[config.mk]
export PLATFORM = sky130hd
export DESIGN_NAME = palette_port
export DESIGN_NICKNAME = d
export VERILOG_FILES = /design/src/rtl/palette_pkg.sv /design/src/rtl/palette_window.sv /design/src/rtl/palette_ram.sv /design/src/rtl/palette_port.sv
export SDC_FILE = /design/constraint.sdc
export NUM_CORES = 2
export LEC_CHECK = 0
export BUFFER_PORTS_ARGS = -buffer_cell sky130_fd_sc_hd__buf_2
export CAP_MARGIN = 20
export CORE_ASPECT_RATIO = 1.25
export CORE_UTILIZATION = 62
export DETAILED_ROUTE_END_ITERATION = 6
export GPL_ROUTABILITY_DRIVEN = 0
export PLACE_DENSITY_LB_ADDON = 0.1
export SLEW_MARGIN = 20
export SYNTH_ARGS = -nofsm -noshare
export SYNTH_HDL_FRONTEND = slang
export SYNTH_HIERARCHICAL = 1
export SYNTH_SLANG_ARGS = --single-unit
[constraint.sdc]
create_clock -name clk -period 7 [get_ports clk]
set_input_delay 0.35 -clock clk [delete_from_list [all_inputs] [get_ports clk]]
set_output_delay 0.35 -clock clk [all_outputs]
set_load 0.02 [all_outputs]
[src/rtl/palette_pkg.sv]
package palette_pkg;

    localparam int unsigned PAL_IDX_W  = 8;
    localparam int unsigned PAL_ADDR_W = PAL_IDX_W + 1;
    localparam int unsigned PAL_BYTE_W = 8;
    localparam int unsigned PAL_HI_W   = PAL_BYTE_W - 1;

    typedef struct packed {
        logic [PAL_ADDR_W-1:0] addr;
        logic [PAL_BYTE_W-1:0] latch;
        logic [PAL_BYTE_W-1:0] bus;
    } port_state_t;

    typedef struct packed {
        logic                 lo_we;
        logic                 hi_we;
        logic [PAL_IDX_W-1:0] idx;
        logic [PAL_BYTE_W-1:0] lo_din;
        logic [PAL_HI_W-1:0]  hi_din;
    } ram_wr_t;

endpackage

[src/rtl/palette_window.sv]
module palette_window #(
    parameter int unsigned VW     = 9,
    parameter int unsigned HW     = 11,
    parameter int unsigned V_STD  = 225,
    parameter int unsigned V_OVR  = 240,
    parameter int unsigned H_LO   = 72,
    parameter int unsigned H_HI   = 1096
) (
    input  logic [VW-1:0] vcount,
    input  logic [HW-1:0] hcount,
    input  logic          display_off,
    input  logic          overscan,
    output logic          active
);
    logic [VW-1:0] line_limit;
    logic          in_lines;
    logic          in_dots;

    always_comb begin
        line_limit = overscan ? VW'(V_OVR) : VW'(V_STD);
        in_lines   = (vcount < line_limit);
        in_dots    = (hcount >= HW'(H_LO)) && (hcount < HW'(H_HI));
        active     = !display_off && in_lines && in_dots;
    end
endmodule

[src/rtl/palette_ram.sv]
module palette_ram
    import palette_pkg::*;
(
    input  logic                   clk,
    input  ram_wr_t                wr,
    input  logic [PAL_ADDR_W-1:0]  rd_addr,
    output logic [PAL_BYTE_W-1:0]  rd_byte
);
    localparam int unsigned ENTRIES = 1 << PAL_IDX_W;

    logic [PAL_BYTE_W-1:0] lo_mem [ENTRIES];
    logic [PAL_HI_W-1:0]   hi_mem [ENTRIES];

    always_ff @(posedge clk) begin
        if (wr.lo_we) lo_mem[wr.idx] <= wr.lo_din;
        if (wr.hi_we) hi_mem[wr.idx] <= wr.hi_din;
    end

    always_comb begin
        if (rd_addr[0]) rd_byte = {1'b0, hi_mem[rd_addr[PAL_ADDR_W-1:1]]};
        else            rd_byte = lo_mem[rd_addr[PAL_ADDR_W-1:1]];
    end
endmodule

[src/rtl/palette_port.sv]
module palette_port
    import palette_pkg::*;
#(
    parameter int unsigned VW     = 9,
    parameter int unsigned HW     = 11,
    parameter int unsigned V_STD  = 225,
    parameter int unsigned V_OVR  = 240,
    parameter int unsigned H_LO   = 72,
    parameter int unsigned H_HI   = 1096
) (
    input  logic          clk,
    input  logic          rst_n,
    input  logic          addr_wr,
    input  logic          data_wr,
    input  logic          data_rd,
    input  logic [7:0]    wdata,
    output logic [7:0]    rdata,
    input  logic [VW-1:0] vcount,
    input  logic [HW-1:0] hcount,
    input  logic          display_off,
    input  logic          overscan
);
    localparam logic [PAL_ADDR_W-1:0] TOP_ADDR = '1;
    localparam logic [PAL_IDX_W-1:0]  TOP_IDX  = '1;

    port_state_t st_d, st_q;
    ram_wr_t     wr_d;
    logic        win_active;
    logic [PAL_ADDR_W-1:0] rd_addr;
    logic [PAL_BYTE_W-1:0] rd_byte;

    palette_window #(
        .VW(VW), .HW(HW), .V_STD(V_STD), .V_OVR(V_OVR), .H_LO(H_LO), .H_HI(H_HI)
    ) win_i (
        .vcount(vcount), .hcount(hcount), .display_off(display_off),
        .overscan(overscan), .active(win_active)
    );

    palette_ram ram_i (
        .clk(clk), .wr(wr_d), .rd_addr(rd_addr), .rd_byte(rd_byte)
    );

    assign rd_addr = win_active ? TOP_ADDR : st_q.addr;

    always_comb begin
        st_d = st_q;
        wr_d = '0;
        wr_d.idx = st_q.addr[PAL_ADDR_W-1:1];
        if (addr_wr) begin
            st_d.addr = {wdata, 1'b0};
        end else if (data_wr) begin
            st_d.addr = st_q.addr + 1'b1;
            if (!st_q.addr[0]) begin
                st_d.latch = wdata;
            end else if (win_active) begin
                wr_d.hi_we  = 1'b1;
                wr_d.idx    = TOP_IDX;
                wr_d.hi_din = wdata[PAL_HI_W-1:0];
            end else begin
                wr_d.lo_we  = 1'b1;
                wr_d.hi_we  = 1'b1;
                wr_d.lo_din = st_q.latch;
                wr_d.hi_din = wdata[PAL_HI_W-1:0];
            end
        end else if (data_rd) begin
            st_d.addr = st_q.addr + 1'b1;
            if (!st_q.addr[0]) st_d.bus = win_active ? {1'b0, rd_byte[6:0]} : rd_byte;
            else               st_d.bus = {st_q.bus[7], rd_byte[6:0]};
        end
    end

    always_ff @(posedge clk) begin
        if (!rst_n) st_q <= '0;
        else        st_q <= st_d;
    end

    assign rdata = st_q.bus;

    p_addr_set_r1: assert property (@(posedge clk) disable iff (!rst_n)
        addr_wr |=> st_q.addr == {$past(wdata), 1'b0});

    p_even_latch_only_r2: assert property (@(posedge clk) disable iff (!rst_n)
        (data_wr && !addr_wr && !st_q.addr[0]) |-> (!wr_d.lo_we && !wr_d.hi_we));

    p_addr_step_r4: assert property (@(posedge clk) disable iff (!rst_n)
        (!addr_wr && (data_wr || data_rd)) |=> st_q.addr == $past(st_q.addr) + 1'b1);

    p_bit7_keep_r6: assert property (@(posedge clk) disable iff (!rst_n)
        (data_rd && !data_wr && !addr_wr && st_q.addr[0]) |=> rdata[7] == $past(rdata[7]));

    p_redirect_r7: assert property (@(posedge clk) disable iff (!rst_n)
        (data_wr && !addr_wr && st_q.addr[0] && win_active)
            |-> (wr_d.hi_we && !wr_d.lo_we && wr_d.idx == TOP_IDX));

    p_latch_hold_r10: assert property (@(posedge clk) disable iff (!rst_n)
        !(data_wr && !addr_wr && !st_q.addr[0]) |=> $stable(st_q.latch));

    p_wr_blocks_rd_r12: assert property (@(posedge clk) disable iff (!rst_n)
        (data_wr || addr_wr) |=> $stable(rdata));
endmodule

==> impl_results.md <==
- Cell Int Power: 36.9 mW
- Status: finished with violations
- Syn_area_per_cell: 19.9 sq um
- Switching share of power: between 20% and 30%
- Core Region: 0.242 sq mm
- # clock sinks: around 3900
- Highest cell delay on the worst timing path: 0.76 ns
- First-pass GRT wire length: 562 mm
- Mapped Cells: roughly 7600
- Most frequent CP cell: buf_4
- # H-tree levels: 5
- Site Rows: 202
- Clock Power Share: 40.4%
- Crit. End Element: register
- Final min period: between 6 and 7 ns
- Startpoint types: primary input
- Slowest CP cell: o31a_1
- Hold Violations, Final: 0
- Antenna-violating nets left: 0
- Setup_tns: 0 ns
- Via Count: 78500
- Worst Path Class, Setup: in2reg
- Sequential share of the synthesized area: 76.5%
- RSZ-0062 raised after global routing: false
- Syn-to-layout area delta: 10.4%
- Max clock buf depth: 4
- Async set-reset flop share out of synthesis: 0%
- Fin cells: 11200
- Initial antenna violation count: 28
- Mapped Nets: 7650
- Cts bufs inserted: between 300 and 400
- Dominant synthesized flop cell: edfxtp_1
- Nets: 7819
- CTS Root Cell: clkbuf_16
- Max Cap Violations: 0
- Clock Pin Slew Worst Setup and Hold Paths: 0.07 ns
- Pin count of the biggest net entering global routing: 233
- Placed instance count: 10600
- Final Core Density: 68.9%
- WP data required: 7.84 ns
- Initial core utilization: between 60% and 70%
- P_sw: 10.3 mW
- Cell breakdown of the critical path: buf_2, inv_1, ha_1, nor4_2, a21oi_1, a2111oi_2, o31a_1, or2_4, nand2_4, buf_4, buf_4, buf_4, o221ai_1, o22ai_1, a21oi_1, nand3_1, and4_1, nor4_1, mux2i_1, nor2_1
- P per Cell Area: 283 mW/mm^2
- Worst r2r src: st_q[19]
- Post-DP HPWL: about 240 mm
- Slew HR: 14.4%
- Share of post-route cells with drive strength above 1: 18.9%
- Pleak: 54.6 nW
- Number of synthesized flops with an enable pin: 3840
- Pre-antenna DRT Iters: 7
- Number of global-route vias before repair: 76900
- Worst EP arrival: 6.97 ns
- Setup Viol. Count Final: 0
- Worst-Skew Late Latency: 0.91 ns
- Unique masters post-synth: 67
- Routed wire length: 396 mm
- Final hold slack: 0.343 ns
- Synthesized flop and latch total: 3865
- Die height: 554 um
- Die width: 444 um
- CTS resizes: 0
- Critical path's top delay family: simple AND/OR/NAND/NOR gates
- Yosys warns: 6
- Die ar.: 0.246 sq mm
- Critical path startpoint: overscan
- IO Port Bufs: 42
- Sequential power share: 53.2%
- Clock Skew: roughly 0.04 ns
- Logic gate share of total power: approximately 6.4%
- Worst-Margin Slew: 1.28 ns
- Max Fclk: 163 MHz
- # DRC: 1
- Vias/cell: around 7
- DRT iter0 DRCs: approximately 11000
- CTS tree: done
- Tcrit/Tclk final: 87.6%
- CP bufs+invs: 5
- Worst hold path type: in2reg
- Hold_sp: wdata[5]
- Avg WL per Cell: 35.3 um
- Mapped Area: roughly 0.15 sq mm
- Max FO, Critical Path: 57
- Final slew viol count: 0
- Gr usage total: roughly a third
- Io pins: 43
- Failing checks: DRC
- Worst vdd ir: around 0.27 mV
- Total global routing overflow: 0
final timing paths:
| path | depth (start not counted) | slack, ns | to |
|---|---|---|---|
| min reg2reg | 2 | 0.50 | st_q[8] |
| max reg2reg | 13 | 1.63 | rdata[4] |
| min | 4 | 0.34 | st_q[13] |
| max | 20 | 0.87 | rdata[0] |
power groups by stage:
stage | logic (mW) | registers, mW | clock network [mW]
3_3_place_gp | 2.95 | 25.6 | 0
5_1_grt | 3.11 | 25.1 | 20.1
6_report | 3.03 | 25.1 | 19.1
3_5_place_dp | 2.98 | 25.6 | 0
2_1_floorplan | 1.91 | 25.6 | 0
4_1_cts | 2.99 | 25.1 | 19.3
what timing repair did:
action                                 4_1_cts  5_1_grt
endpoints found under the hold margin       19        0
hold buffers                                15        0
setup buffers                                0        0
Yosys cell counts, drive strengths merged (22+ instances only):
| library cell | n | area [sq um] |
|---|---|---|
| and2 | 31 | 194 |
| nand2 | 136 | 510 |
| o22ai | 176 | 1100 |
| nand4 | 26 | 163 |
| a21oi | 179 | 896 |
| nor4 | 22 | 144 |
| a211oi | 30 | 225 |
| clkbuf | 252 | 946 |
| mux2i | 665 | 6660 |
| dfxtp | 25 | 500 |
| o221ai | 325 | 2870 |
| nor2 | 626 | 2350 |
| nor3 | 36 | 180 |
| nand3 | 27 | 135 |
| a22oi | 38 | 285 |
| buf | 241 | 1860 |
| edfxtp | 3840 | 115000 |
| o21ai | 59 | 295 |
| mux4 | 670 | 15100 |
metrics by stage:
stage          cell area, sq um  total power, mW  setup slack [ns]
3_5_place_dp             155000             28.6             0.183
4_1_cts                  167000             47.4              1.11
5_1_grt                  167000             48.3             0.801
2_1_floorplan            151000             27.5              1.57
6_report                 167000             47.3             0.871
3_3_place_gp             155000             28.6           -0.0948
layer usage:
| layer | part of all wire, % | vias up | GRT usage (%) |
|---|---|---|---|
| li1 | - | 32000 | - |
| met1 | 37 | 41100 | 44.5 |
| met2 | 48 | 4612 | 51.2 |
| met3 | 11 | 875 | 6.66 |
| met4 | 4.5 | 20 | 12.8 |
| met5 | 0.028 | - | 0 |
registers in the layout, indices dropped and copies added (netlist names):
| register | flops |
|---|---|
| ram_i/lo_mem | 2048 |
| st_q | 17 |
| ram_i/hi_mem | 1792 |
| rdata | 8 |
cell families after synthesis:
kind of cell | count (synthesis) | share of synthesized area, %
mux | 1336 | 14.4
compound gates | 906 | 4.30
simple gates | 995 | 2.86
buf+inv | 505 | 1.88
flops | 3865 | 76.5
fa+ha+maj | 2 | 0.0165
xor+xnor | 4 | 0.0232
tightest hold or removal path, stage by stage:
cell,delay [ns]
dlygate4sd3_1,0.57
buf_2,0.15
mux2i_1,0.07
nor2_1,0.07
cells in the final DEF (no fill, tap or decap), types with 16 or more instances in the layout:
cell and count:
edfxtp_1 3840, mux4_2 670, mux2i_1 665, nor2_1 621, clkbuf_16 372, o221ai_1 319
buf_4 185, a21oi_1 179, o22ai_1 176, nand2_1 126, clkinv_1 78, clkbuf_1 75
clkinv_2 66, o21ai_0 55, buf_12 44, buf_2 42, a22oi_1 38, nor3_1 34
a211oi_1 30, bufinv_16 29, nand4_1 26, dfxtp_1 25, nand3_1 21, nor4_1 21
o31ai_1 16
cell type report:
class                   count  area, sq um
repair buffers            297         2850
fillers                 14900        75400
well taps                3162         3960
flip-flops and latches   3865       116000
diodes                     12         30.0
clock buffers             447         9590
inverters                  12         57.6
multi-input cells        3243        32900
clock inverters           196         1730
Note: power is estimated with default switching activity, not from simulation.
